--- src/rtl/ecc_stream_pkg.sv ---
package ecc_stream_pkg;
  localparam int unsigned DATA_W = 8;
  localparam int unsigned COL_W  = 6;

  typedef logic [COL_W-1:0] col_par_t;

  typedef struct packed {
    logic     odd;
    col_par_t col;
  } byte_par_t;
endpackage

--- src/rtl/ecc_byte_parity.sv ---
module ecc_byte_parity
  import ecc_stream_pkg::*;
(
  input  logic [DATA_W-1:0] data_i,
  output byte_par_t         par_o
);
  always_comb begin
    par_o.col[0] = data_i[0] ^ data_i[2] ^ data_i[4] ^ data_i[6];
    par_o.col[1] = data_i[1] ^ data_i[3] ^ data_i[5] ^ data_i[7];
    par_o.col[2] = data_i[0] ^ data_i[1] ^ data_i[4] ^ data_i[5];
    par_o.col[3] = data_i[2] ^ data_i[3] ^ data_i[6] ^ data_i[7];
    par_o.col[4] = ^data_i[3:0];
    par_o.col[5] = ^data_i[7:4];
    par_o.odd    = ^data_i;
  end
endmodule

--- src/rtl/ecc_block_counter.sv ---
module ecc_block_counter #(
  parameter int unsigned BLOCK_BYTES = 256,
  parameter int unsigned IDX_W       = 8
) (
  input  logic             clk_i,
  input  logic             rst_ni,
  input  logic             start_i,
  input  logic             valid_i,
  output logic [IDX_W-1:0] idx_o,
  output logic             last_o
);
  localparam logic [IDX_W-1:0] LAST_IDX = IDX_W'(BLOCK_BYTES - 1);

  logic [IDX_W-1:0] idx_q;
  logic [IDX_W-1:0] base;

  // index of the byte on the data port this cycle
  assign base   = start_i ? '0 : idx_q;
  assign idx_o  = base;
  assign last_o = valid_i && (base == LAST_IDX);

  always_ff @(posedge clk_i or negedge rst_ni) begin
    if (!rst_ni)      idx_q <= '0;
    else if (valid_i) idx_q <= last_o ? '0 : base + 1'b1;
    else if (start_i) idx_q <= '0;
  end


  idle_hold_chk: assert property (@(posedge clk_i) disable iff (!rst_ni)
    (!valid_i && !start_i) |=> $stable(idx_q));


  start_first_chk: assert property (@(posedge clk_i) disable iff (!rst_ni)
    (start_i && valid_i) |=> (idx_q == IDX_W'(1)));
endmodule

--- src/rtl/ecc_parity_accum.sv ---
module ecc_parity_accum
  import ecc_stream_pkg::*;
#(
  parameter int unsigned IDX_W = 8
) (
  input  logic             clk_i,
  input  logic             rst_ni,
  input  logic             clear_i,
  input  logic             take_i,
  input  logic             wrap_i,
  input  logic [IDX_W-1:0] idx_i,
  input  byte_par_t        par_i,
  output col_par_t         col_o,
  output logic [IDX_W-1:0] line_t_o,
  output logic [IDX_W-1:0] line_c_o
);
  col_par_t         col_q;
  logic [IDX_W-1:0] lt_q, lc_q;
  logic             hit;

  // folded values including the byte on the port this cycle
  always_comb begin
    hit      = take_i && par_i.odd;
    col_o    = (clear_i ? '0 : col_q) ^ (take_i ? par_i.col : '0);
    line_t_o = (clear_i ? '0 : lt_q)  ^ (hit ? idx_i : '0);
    line_c_o = (clear_i ? '0 : lc_q)  ^ (hit ? ~idx_i : '0);
  end

  always_ff @(posedge clk_i or negedge rst_ni) begin
    if (!rst_ni) begin
      col_q <= '0;
      lt_q  <= '0;
      lc_q  <= '0;
    end else if (wrap_i) begin
      col_q <= '0;
      lt_q  <= '0;
      lc_q  <= '0;
    end else if (take_i || clear_i) begin
      col_q <= col_o;
      lt_q  <= line_t_o;
      lc_q  <= line_c_o;
    end
  end


  even_skip_chk: assert property (@(posedge clk_i) disable iff (!rst_ni)
    (take_i && !par_i.odd && !clear_i && !wrap_i) |=> ($stable(lt_q) && $stable(lc_q)));
endmodule

--- src/rtl/ecc_code_pack.sv ---
module ecc_code_pack
  import ecc_stream_pkg::*;
#(
  parameter int unsigned IDX_W  = 8,
  parameter int unsigned CODE_W = 2*IDX_W + 8
) (
  input  col_par_t          col_i,
  input  logic [IDX_W-1:0]  line_t_i,
  input  logic [IDX_W-1:0]  line_c_i,
  output logic [CODE_W-1:0] code_o
);
  logic [2*IDX_W-1:0] weave;

  for (genvar i = 0; i < IDX_W; i++) begin : g_weave
    assign weave[2*i+1] = line_t_i[i];
    assign weave[2*i]   = line_c_i[i];
  end

  assign code_o = {~weave, ~col_i, 2'b11};
endmodule

--- src/rtl/hamming_ecc_stream.sv ---
module hamming_ecc_stream
  import ecc_stream_pkg::*;
#(
  parameter  int unsigned BLOCK_BYTES = 256,
  localparam int unsigned IDX_W       = $clog2(BLOCK_BYTES),
  localparam int unsigned CODE_W      = 2*IDX_W + 8
) (
  input  logic              clk_i,
  input  logic              rst_ni,
  input  logic              start_i,
  input  logic              valid_i,
  input  logic [DATA_W-1:0] data_i,
  output logic              done_o,
  output logic [CODE_W-1:0] ecc_o
);
  logic [IDX_W-1:0]  idx;
  logic              last;
  byte_par_t         par;
  col_par_t          col_fold;
  logic [IDX_W-1:0]  lt_fold, lc_fold;
  logic [CODE_W-1:0] code_next;
  logic              done_q;
  logic [CODE_W-1:0] ecc_q;

  ecc_block_counter #(.BLOCK_BYTES(BLOCK_BYTES), .IDX_W(IDX_W)) u_cnt (
    .clk_i, .rst_ni, .start_i, .valid_i, .idx_o(idx), .last_o(last)
  );

  ecc_byte_parity u_par (.data_i, .par_o(par));

  ecc_parity_accum #(.IDX_W(IDX_W)) u_acc (
    .clk_i, .rst_ni, .clear_i(start_i), .take_i(valid_i), .wrap_i(last),
    .idx_i(idx), .par_i(par), .col_o(col_fold), .line_t_o(lt_fold), .line_c_o(lc_fold)
  );

  ecc_code_pack #(.IDX_W(IDX_W), .CODE_W(CODE_W)) u_pack (
    .col_i(col_fold), .line_t_i(lt_fold), .line_c_i(lc_fold), .code_o(code_next)
  );

  always_ff @(posedge clk_i or negedge rst_ni) begin
    if (!rst_ni) begin
      done_q <= 1'b0;
      ecc_q  <= '0;
    end else begin
      done_q <= last;
      if (last) ecc_q <= code_next;
    end
  end

  assign done_o = done_q;
  assign ecc_o  = ecc_q;


  done_pulse_chk: assert property (@(posedge clk_i) disable iff (!rst_ni)
    done_o |=> !done_o);


  done_cause_chk: assert property (@(posedge clk_i) disable iff (!rst_ni)
    $rose(done_o) |-> $past(valid_i));


  code_hold_chk: assert property (@(posedge clk_i) disable iff (!rst_ni)
    !done_o |-> $stable(ecc_o));


  code_tail_chk: assert property (@(posedge clk_i) disable iff (!rst_ni)
    done_o |-> (ecc_o[1:0] == 2'b11));


  start_no_done_chk: assert property (@(posedge clk_i) disable iff (!rst_ni)
    start_i |=> !done_o);
endmodule

--- config.mk ---
export PLATFORM = sky130hd
export DESIGN_NAME = hamming_ecc_stream
export DESIGN_NICKNAME = d
export VERILOG_FILES = /design/src/rtl/ecc_stream_pkg.sv /design/src/rtl/ecc_byte_parity.sv /design/src/rtl/ecc_block_counter.sv /design/src/rtl/ecc_parity_accum.sv /design/src/rtl/ecc_code_pack.sv /design/src/rtl/hamming_ecc_stream.sv
export SDC_FILE = /design/constraint.sdc
export NUM_CORES = 1
export LEC_CHECK = 0
export BUFFER_PORTS_ARGS = -buffer_cell sky130_fd_sc_hd__buf_2
export CAP_MARGIN = 10
export CELL_PAD_IN_SITES_DETAIL_PLACEMENT = 2
export CELL_PAD_IN_SITES_GLOBAL_PLACEMENT = 2
export CORE_MARGIN = 8
export CORE_UTILIZATION = 32
export CTS_CLUSTER_DIAMETER = 200
export DETAILED_ROUTE_END_ITERATION = 12
export PLACE_DENSITY_LB_ADDON = 0.3
export SLEW_MARGIN = 10
export SYNTH_ARGS = -nofsm -noshare
export SYNTH_HDL_FRONTEND = slang
export SYNTH_SLANG_ARGS = --single-unit
export TNS_END_PERCENT = 20
--- constraint.sdc ---
create_clock -name clk_i -period 1.9 [get_ports clk_i]
set_input_delay 0.095 -clock clk_i [delete_from_list [all_inputs] [get_ports clk_i]]
set_output_delay 0.095 -clock clk_i [all_outputs]
set_load 0.02 [all_outputs]
# ---- Word-level counts from Yosys, hierarchy flattened
# Cells that the tools add are included.
dict set report op_classes {
  n_addsub 1
  eq_ne 1
  mux 15
  bitwise 18
  n_reduce_logical 7
}
# operator count
set op_table {}
lappend op_table {{two-way mux 8 bit} 11}
lappend op_table {{two-way mux 6 bit} 4}
lappend op_table {{inverter 16 bit} 1}
lappend op_table {{bitwise XOR 8 bit} 2}
lappend op_table {{bitwise XOR 1 bit} 12}
lappend op_table {{adder 8 x 1 -> 8 bit, second input constant} 1}
lappend op_table {{equality test 8 bit, second input constant} 1}
lappend op_table {{inverter 8 bit} 1}
lappend op_table {{parity 4 bit} 2}
lappend op_table {{parity 8 bit} 1}
lappend op_table {{inverter 6 bit} 1}
lappend op_table {{bitwise XOR 6 bit} 1}
lappend op_table {{logical AND 1 bit} 2}
lappend op_table {{nonzero test 2 bit} 1}
lappend op_table {{logical OR 1 bit} 1}
dict set report totals {
  ff_bits 55
  in_bits 12
  wordCells 48
}

# ---- Longest topological paths before layout
# Gate-level depths: netlist (run 1).
dict set report depth {
  depth_word 7
  ltp_mapped 8
  mapped_depth_nobuf 5
}

# ---- Modules after synthesis
# Synthesis (run 1) repeated with hierarchy kept, for this count alone.
dict set report unflattened {
  cells_unflattened 259
  area_unflattened_um2 2981.6
}
# mod instances cells_each area_per_inst_um2 seq_area_each_um2
set by_module_without_submodules {}
lappend by_module_without_submodules {ecc_parity_accum 1 118 1218.7 550.5}
lappend by_module_without_submodules {hamming_ecc_stream 1 52 1022.2 625.6}
lappend by_module_without_submodules {ecc_block_counter 1 49 508.0 200.2}
lappend by_module_without_submodules {ecc_byte_parity 1 15 131.4 0.0}
lappend by_module_without_submodules {ecc_code_pack 1 25 101.3 0.0}

# ---- Worst setup path after synthesis (run 1)
# Ideal clock, no wire load.
dict set report synth_path {
  path_kind {flip-flop to flip-flop}
  from {reg u_cnt.idx_q[3]}
  to {reg u_acc.col_q[3]}
  setup_time_ns 0.118
  arrival_ns 1.692
  required_ns 1.782
  path_slack_ns 0.090
  stages_incl_launch_ff 9
  synth_period_minus_slack_ns 1.810
  path_cell_list {dfrtp_1 clkbuf_1 nand2_1 or4_1 buf_2 buf_6 nand2_1 nand2_1 a21o_1}
}
dict set report synth_between {
  elab_chain_cells 4
  elab_cells_between_ends 5
  classes_between {eq/ne (1); mux (2); reduce/logical (2)}
}
# element line_no
set synth_lines {}
lappend synth_lines {{start: declaration} ecc_block_counter.sv:14} ;# logic [IDX_W-1:0] idx_q;
lappend synth_lines {{start signal: assignment} ecc_block_counter.sv:24} ;# else if (valid_i) idx_q <= last_o ? '0 : base + 1'b1;
lappend synth_lines {{two-way mux 8 bit (*)} n/a}
lappend synth_lines {{equality test 8 bit (*)} ecc_block_counter.sv:20} ;# assign last_o = valid_i && (base == LAST_IDX);
lappend synth_lines {{logical AND 1 bit (*)} ecc_block_counter.sv:20}
lappend synth_lines {{two-way mux 6 bit / nonzero test 2 bit (equally long branches)} n/a}
lappend synth_lines {{end signal: assignment} ecc_parity_accum.sv:39} ;# col_q <= col_o;
lappend synth_lines {{end: declaration} ecc_parity_accum.sv:17} ;# col_par_t col_q;
# Mark *: on every way between the ends. The rest lies on a longest branch, timed or not.
# A chain may end at the register's enable or synchronous reset.

# ---- Worst setup path in the final report (run 1)
dict set report layout_path {
  from {reg u_cnt.idx_q[0]}
  to {reg ecc_q[13] (netlist: ecc_o[13])}
}
dict set report layout_between {
  elab_chain_cells 3
}
# element line_no
set layout_lines {}
lappend layout_lines {{two-way mux 8 bit} n/a}
lappend layout_lines {{equality test 8 bit} ecc_block_counter.sv:20}
lappend layout_lines {{logical AND 1 bit} ecc_block_counter.sv:20}
lappend layout_lines {{end signal: assignment} hamming_ecc_stream.sv:46} ;# if (last) ecc_q <= code_next;
lappend layout_lines {{end: declaration} hamming_ecc_stream.sv:23} ;# logic [CODE_W-1:0] ecc_q;
# No other way between the ends.

==> metrics.yaml, run 1 <==
outcome:
  status: "finished, final reports clean"
placed_design:
  dp_cells: 442
  gp_congestion: 0.732
  dp_hpwl_mm: 5.54
  io_buffers: 36
sta:
  slew_headroom: 0.451
  clock_skew_ns: 0.00902
  setup_violations: 0
  rsz0062_at_grt: "false"
  slew_violations: 0
  hold_violations: 0
  fin_crit_ns: 1.81
  tightest_slew_ns: 0.820
  max_freq_mhz: 552
  tns_ns: 0
  period_share: 0.954
synthesis:
  syn_nets: 312
  synth.avg_cell_area_um2: 9.32
  yosysSeqAreaShare: 0.483
  yosys_warnings: 0
  syn-cell-area_mm2: 0.00280
  synth_cells: 300
  synth_seq_cells: 54
  yosysUniqueCellTypes: 40
die:
  pin_count: 37
  dieArea_mm2: 0.0120
  rows: 34
  coreArea_mm2: 0.00859
  die_y_um: 109
  die_w_um: 109
  start_util: 0.325
cells_and_area:
  antenna_cells: 0
  num-nets-final: 354
  final_common_cell: "dfrtp_1"
  final_cell_mix: "54 x dfrtp_1, 37 x nand2_1, 36 x buf_2"
  drive_above_1_share: 0.213
  layoutNonFillerInstCount: 450
  synthToLayoutAreaGrowth_pct: 16.5
cts:
  clockBufferDepth: 2
  root_buffer: "clkbuf_8"
  cts_sinks: 54
  clock_latency_ns: 0.31
  cts-resized-gates: 0
  cts_tree: "done"
  cts_made_buffers: 5
  cts.clk_slew.worst_paths_ns: 0.10
  cts_htree_levels: 2
global_route:
  globalRouteOverflowTotal: 0
  antenna_found_initial: 0
  grt_pass1_vias: 2629
  grtUsageTotal: 0.140
  grt_pass1_wl_mm: 13.5
  grt_start_max_net_pins: 55
worst_setup_path:
  cp_max_fo: 35
  critPathTopFamily: "simple AND/OR/NAND/NOR gates"
  crit_chain: "nand4_4 > or4_1 > buf_12 > or3_1 > nand3_1"
  start_kind: "flop"
  endpoint_kind: "flop"
  timing_worst_setup_path_type: "flop to flop"
  cp.arrival_ns: 2.06
  worstPathRequired_ns: 2.15
  crit_buf_inv: 1
  cp_slowest_cell: "or4_1"
  slowest_delay_ns: 0.57
drt:
  routed_wl_mm: 7.75
  first_pass_iters: 4
  drc_errors: 0
  via_per_inst: 5.24
  ant_nets: 0
  dr.first_iter.drc_count: 56
  vias: 2360
  wl_per_cell_um: 17.2
power:
  max-vdd-ir-drop_mv: 0.288
  power_density_mw_per_mm2: 780
  leakage_nw: 1.54
  totalPowerFinal_w: 0.00254
min_path:
  hold_class: "input pin to flop"
run:
  max_cap_viol_count: 0
-- cells in the mapped netlist, drive strengths merged --
cell	instances	area [um2]
mux2i	2	20.0
clkbuf	12	45.0
buf	11	68.8
nand2b	1	6.26
and3	6	37.5
nor2	31	116
nor3b	1	7.51
or4	2	15.0
dfrtp	54	1350
nand3b	2	15.0
o311ai	7	61.3
mux2	2	22.5
nor2b	6	37.5
nand4	2	27.5
o21ai	22	110
and4	1	8.76
o211ai	6	45.0
xor2	7	68.8
or3	14	87.6
a31oi	8	50.1
o22ai	1	6.26
and2	1	6.26
a21o	1	7.51
nor4	2	27.5
o31ai	1	7.51
nand2	38	145
xnor2	22	215
inv	5	18.8
nand3	18	90.1
a21oi	14	70.1
-- worst reg2reg max path, stage by stage (launching register included) --
cell	delay (ns)
dfrtp_1	0.41
nand4_4	0.11
or4_1	0.57
buf_12	0.21
or3_1	0.36
nand3_1	0.09
-- final timing paths --
path | from | to | slack, ns | cells past startpoint
hold / removal | start_i | u_cnt.idx_q[2] | 0.26 | 3
setup / recovery | u_cnt.idx_q[0] | ecc_o[13] | 0.09 | 5
min in group asynchronous | rst_ni | ecc_o[10] | 0.45 | 3
max in group asynchronous | rst_ni | u_cnt.idx_q[1] | 0.97 | 3
setup reg to reg | u_cnt.idx_q[0] | ecc_o[13] | 0.09 | 5
hold reg to reg | ecc_o[9] | ecc_o[9] | 0.47 | 2
-- power by group --
group	internal, W	total, W	switching [W]	leakage [nW]
Clock	0.000249	0.000631	0.000382	0.0438
Sequential	0.00125	0.00132	0.0000737	0.732
Combinational	0.000225	0.000588	0.000363	0.760
-- area by class of cell --
class | count | area, um2
Clock inverter | 2 | 10.0
Multi-Input combinational cell | 218 | 1310
Fill cell | 989 | 5340
Inverter | 5 | 18.8
Tap cell | 108 | 135
Timing Repair Buffer | 58 | 360
Clock buffer | 5 | 68.8
Sequential cell | 54 | 1350
-- through the flow --
stage          utilization  area (um2)  setup WS [ns]  hold WS [ns]
6_report             0.379        3260         0.0876         0.262
5_1_grt              0.379        3260         0.0126         0.291
4_1_cts              0.379        3260         0.0767         0.256
3_5_place_dp         0.369        3170         0.0312         0.290
3_3_place_gp         0.369        3170         0.0717         0.296
2_1_floorplan            -        2800         0.0899        -0.201
-- state kept, by name, summed over array words and instances, names as in the netlist --
| register | cells |
|---|---|
| u_acc.col_q | 6 |
| u_acc.lc_q | 8 |
| ecc_o | 23 |
| done_o | 1 |
| u_acc.lt_q | 8 |
| u_cnt.idx_q | 8 |
-- logic make-up (layout without fill, tap and decap cells) --
family	after synthesis	count (layout)	synth area share
flip-flops	54	54	0.483
multiplexers	4	4	0.0152
AO/OA/AOI/OAI	60	60	0.128
XOR/XNOR	29	29	0.102
AND/OR/NAND/NOR	125	125	0.225
buffers and inverters	28	70	0.0474
-- metal layers --
metal	vias to the layer above	GRT usage	share of wire
met3	4	0.0234	0.032
met2	34	0.245	0.51
met5	-	0	0
met4	0	0.0309	0.0066
met1	1213	0.175	0.45
li1	1109	-	-
-- repair_timing --
item / in CTS / in global routing
hold buffers: 1 / 0
setup buffers: 0 / 0
endpoints found under the hold margin: 54 / 0
No activity file was read; power rests on OpenSTA's default activity.
==> run 2, diff against run 1 <==
Settings changed: ABC_AREA set to 1, CORE_UTILIZATION 32 to 30.
==> metrics.yaml, run 2 <==
outcome:
  status: "finished, final reports clean"
placed_design:
  gp_congestion: 0.704
  dp_hpwl_mm: 6.19
  io_buffers: 36
  pre_cts_slack_ns: 0.244
drt:
  wl_met3_um: 220
  dr_wl_met2_mm: 4.18
  met1_length_mm: 3.73
  vias: 2551
  drc_errors: 0
  dr.first_iter.drc_count: 70
  via_per_inst: 4.93
  ant_nets: 0
  wl_per_cell_um: 16.0
  first_pass_iters: 4
  routed_wl_mm: 8.27
  topRoutingLayerUsed: "met4"
cells_and_area:
  drive_above_1_share: 0.163
  synthToLayoutAreaGrowth_pct: 14.2
  num-nets-final: 418
  final_cell_mix: "128 x nand2_1, 54 x dfrtp_1, 43 x inv_1"
  antenna_cells: 0
  fill_cells: 1101
  final_common_cell: "nand2_1"
  largest_reg_flops: 23
synthesis:
  yosysSeqAreaShare: 0.479
  synth_top_flop_cell: "dfrtp_1"
  netlist.area_leader.share: 0.479
  synth_seq_cells: 54
  synth_most_common_cell: "nand2_1"
  yosys_warnings: 0
  synth.avg_cell_area_um2: 7.71
  synth_largest_area_cell: "dfrtp_1"
  ys_async_sr_fraction: 1.00
  synth_cells: 366
  yosys-top-cells-area: "dfrtp_1 48%, nand2_1 17%, nand3_1 7.1%"
  synth_edf_count: 0
  synth_common_cells: "128 x nand2_1, 54 x dfrtp_1, 43 x inv_1"
  syn_nets: 378
  syn-cell-area_mm2: 0.00282
  yosysUniqueCellTypes: 23
worst_setup_path:
  start_kind: "flop"
  timing.rr.start: "u_cnt.idx_q[2]"
  cp.arrival_ns: 1.84
  ff2ff_path_depth: 9
  endpoint_kind: "flop"
  timing_worst_setup_path_type: "flop to flop"
  r2r-end: "ecc_o[12]"
  rrSetupSlack_ns: 0.26
  worstPathRequired_ns: 2.11
  cp_max_fo: 22
global_route:
  antenna_found_initial: 0
  grt_start_max_net_pins: 33
  grtUsageTotal: 0.138
  globalRouteOverflowTotal: 0
  grt_pass1_wl_mm: 14.5
  grt_pass1_vias: 2917
min_path:
  holdPathEnd: "u_cnt.idx_q[0]"
  hold_class: "input pin to flop"
  hold_depth: 2
  hold_start: "valid_i"
die:
  dieArea_mm2: 0.0128
  rows: 35
  die_w_um: 113
  coreArea_mm2: 0.00920
  pin_count: 37
  start_util: 0.307
  die_y_um: 113
cts:
  cts_tree: "done"
  clock_latency_ns: 0.31
  cts_setup_buffers: 0
  cts_made_buffers: 5
  cts_sinks: 54
  clockBufferDepth: 2
  cts_htree_levels: 2
  cts_hold_buf: 1
  root_buffer: "clkbuf_8"
  cts.clk_slew.worst_paths_ns: 0.10
  cts-resized-gates: 0
power:
  leakage_nw: 1.82
  max-vdd-ir-drop_mv: 0.278
  power_density_mw_per_mm2: 713
run:
  max_cap_viol_count: 0
sta:
  rsz0062_at_grt: "false"
  fin_crit_ns: 1.64
  setup_ws_ns: 0.264
  setup_violations: 0
  tns_ns: 0
  slew_violations: 0
  hold_violations: 0
  slew_headroom: 0.697
  tightest_slew_ns: 0.453
  clock_skew_ns: 0.00923
  period_share: 0.861
  max_freq_mhz: 611
-- run 2: per-layer routing --
metal  vias up  track usage
met2        33        0.248
li1       1227            -
met1      1280        0.165
met3        11       0.0250
met4         0       0.0400
met5         -            0
-- run 2: cell families after synthesis --
family	Yosys count	share of synthesized area
AND/OR/NAND/NOR	211	0.333
buffers and inverters	63	0.103
flip-flops	54	0.479
AO/OA/AOI/OAI	26	0.0479
XOR/XNOR	12	0.0373
-- run 2: how the worst max path moves through the flow --
stage                              start         to  slack (ns)  cells after the start
after CTS                 u_cnt.idx_q[2]  ecc_o[12]        0.21                      9
after detailed placement  u_cnt.idx_q[2]  ecc_o[12]        0.24                      9
final                     u_cnt.idx_q[2]  ecc_o[12]        0.26                      9
after global routing      u_cnt.idx_q[2]   ecc_o[2]        0.08                      9
after global placement         data_i[7]  ecc_o[21]        0.34                     11
after floorplan           u_cnt.idx_q[2]   ecc_o[9]        0.49                     10
-- run 2: cell type report --
type,instances,area (um2),area share
multi-input combinational,249,1180,0.366
timing repair buffer,49,293,0.0908
clock buffer,5,68.8,0.0214
clock inverter,2,15.0,0.00466
sequential,54,1350,0.419
tap,111,139,0.0431
inverter,47,176,0.0547
-- run 2: through the flow --
step	hold WS (ns)	instance area, um2	std cells	total power [W]	util
after floorplan	-0.201	2820	366	0.00153	-
after global placement	0.0618	3130	509	0.00165	0.340
after detailed placement	0.0616	3130	509	0.00168	0.340
after CTS	0.197	3220	517	0.00234	0.350
after global routing	0.211	3220	517	0.00244	0.350
final	0.203	3220	517	0.00230	0.350
-- run 2: worst max-delay path: stages, from the launching register on --
cell and delay [ns]:
dfrtp_1 0.34, inv_1 0.06, nor2_4 0.12, nand3_2 0.10
nor2_2 0.20, nand4_4 0.17, nor2_8 0.14, inv_2 0.20
nand2_1 0.13, nand2_1 0.06
-- run 2: report_power, final --
group,internal [W],total (W),switching (W)
combinational,0.000133,0.000393,0.000260
sequential,0.00123,0.00125,0.0000271
clock,0.000253,0.000652,0.000398
total,0.00161,0.00230,0.000686
==> run 3, diff against run 2 <==
Settings changed: ABC_AREA 1 to 0, CELL_PAD_IN_SITES_DETAIL_PLACEMENT 2 to 1, CELL_PAD_IN_SITES_GLOBAL_PLACEMENT 2 to 1, CORE_UTILIZATION 30 to 40.
==> metrics.yaml, run 3 (synthesis gave the netlist of run 1 again) <==
sta:
  slew_headroom: 0.620
  tns_ns: 0
  hold_violations: 0
  tightest_slew_ns: 0.570
  max_freq_mhz: 570
  clock_skew_ns: 0.00681
  setup_violations: 0
  fin_crit_ns: 1.75
  period_share: 0.923
  rsz0062_at_grt: "false"
  slew_violations: 0
global_route:
  grt_pass1_vias: 2440
  grtUsageTotal: 0.152
  grt_pass1_wl_mm: 12.3
  antenna_found_initial: 0
  grt_start_max_net_pins: 38
  globalRouteOverflowTotal: 0
power:
  max-vdd-ir-drop_mv: 0.419
  totalPowerFinal_w: 0.00271
  leakage_nw: 1.56
  power_density_mw_per_mm2: 823
worst_setup_path:
  timing_worst_setup_path_type: "flop to flop"
  critPathTopFamily: "simple AND/OR/NAND/NOR gates"
  worstPathRequired_ns: 2.12
  crit_chain: "nand4_4 > buf_4 > nor2_1 > and4_1 > or4_1 > a31oi_1"
  slowest_delay_ns: 0.50
  endpoint_kind: "flop"
  crit_buf_inv: 1
  cp_slowest_cell: "or4_1"
  cp_max_fo: 7
  start_kind: "flop"
  cp.arrival_ns: 1.97
drt:
  drc_errors: 0
  ant_nets: 0
  via_per_inst: 5.23
  vias: 2301
  dr.first_iter.drc_count: 120
  wl_per_cell_um: 16.1
  routed_wl_mm: 7.09
  first_pass_iters: 4
cells_and_area:
  final_cell_mix: "54 x dfrtp_1, 37 x nand2_1, 36 x buf_2"
  synthToLayoutAreaGrowth_pct: 17.8
  fill_cells: 799
  num-nets-final: 356
  final_util: 0.485
  drive_above_1_share: 0.221
  final_common_cell: "dfrtp_1"
  antenna_cells: 0
  largest_reg_flops: 23
die:
  die_w_um: 99.6
  coreArea_mm2: 0.00679
  dieArea_mm2: 0.00992
  die_y_um: 99.6
  pin_count: 37
  start_util: 0.412
  rows: 30
placed_design:
  gp_congestion: 0.781
  io_buffers: 36
  dp_hpwl_mm: 5.21
run:
  max_cap_viol_count: 0
cts:
  cts_sinks: 54
  root_buffer: "clkbuf_8"
  clockBufferDepth: 2
  clock_latency_ns: 0.30
  cts_made_buffers: 5
  cts_htree_levels: 2
  cts.clk_slew.worst_paths_ns: 0.10
  cts_setup_buffers: 0
  cts_tree: "done"
min_path:
  hold_class: "input pin to flop"
outcome:
  status: "finished, final reports clean"
[run 3: cell types whose count changed in the layout (fill, tap and decap cells not counted), moves of 8 or more]
cell	delta
nand2_1	-91
nand3_1	-22
inv_1	-38
o21ai_0	+17
a31oi_1	+8
or3_1	+14
buf_4	+11
xnor2_1	+12
nand4_1	-16
nor2_1	+12
[run 3: final timing paths]
kind	to	cells past startpoint	slack, ns	start
setup reg to reg	u_acc.lt_q[5]	6	0.15	u_cnt.idx_q[1]
hold reg to reg	ecc_o[9]	2	0.47	ecc_o[9]
min in group asynchronous	ecc_o[17]	2	0.31	rst_ni
setup / recovery	u_acc.lt_q[5]	6	0.15	u_cnt.idx_q[1]
max in group asynchronous	ecc_o[7]	3	1.03	rst_ni
hold / removal	u_cnt.idx_q[4]	3	0.29	start_i
[run 3: where the power goes]
group / internal, W / switching [W]
sequential: 0.00125 / 0.0000719
clock: 0.000422 / 0.000367
combinational: 0.000237 / 0.000364
total: 0.00191 / 0.000803
[run 3: per-stage QoR]
stage                     hold slack, ns  instance area [um2]  instances  setup WS, ns
after floorplan                   -0.201                 2800        300        0.0899
after global routing               0.294                 3290        440        0.0145
after CTS                          0.279                 3290        440        0.0190
after detailed placement           0.128                 3170        432        0.0310
final                              0.288                 3290        440         0.146
after global placement             0.120                 3170        432        0.0584
[run 3: metal layers]
| layer | up-vias | GRT usage | wire, um |
|---|---|---|---|
| li1 | 1112 | - | - |
| met1 | 1152 | 0.190 | 3170 |
| met2 | 31 | 0.262 | 3670 |
| met3 | 6 | 0.0300 | 198 |
| met4 | 0 | 0.0384 | 55 |
| met5 | - | 0 | 0 |
[run 3: layout make-up]
type	count	area (um2)	area share
clock inverters	1	30.0	0.00912
multi-input cells	218	1320	0.400
well taps	96	120	0.0365
flip-flops and latches	54	1350	0.410
inverters	5	18.8	0.00570
clock buffers	6	82.6	0.0251
repair buffers	60	375	0.114
[run 3: what timing repair did]
item                                    4_1_cts  5_1_grt
gates resized for setup                       0        1
endpoints found under the setup margin        0        2
hold buffers                                  1        0
hold endpoints to repair                     22        0
[run 3: worst register-to-register path, cell delays in order (launching register included)]
cell	delay, ns
dfrtp_1	0.42
nand4_4	0.10
buf_4	0.17
nor2_1	0.09
and4_1	0.22
or4_1	0.50
a31oi_1	0.17
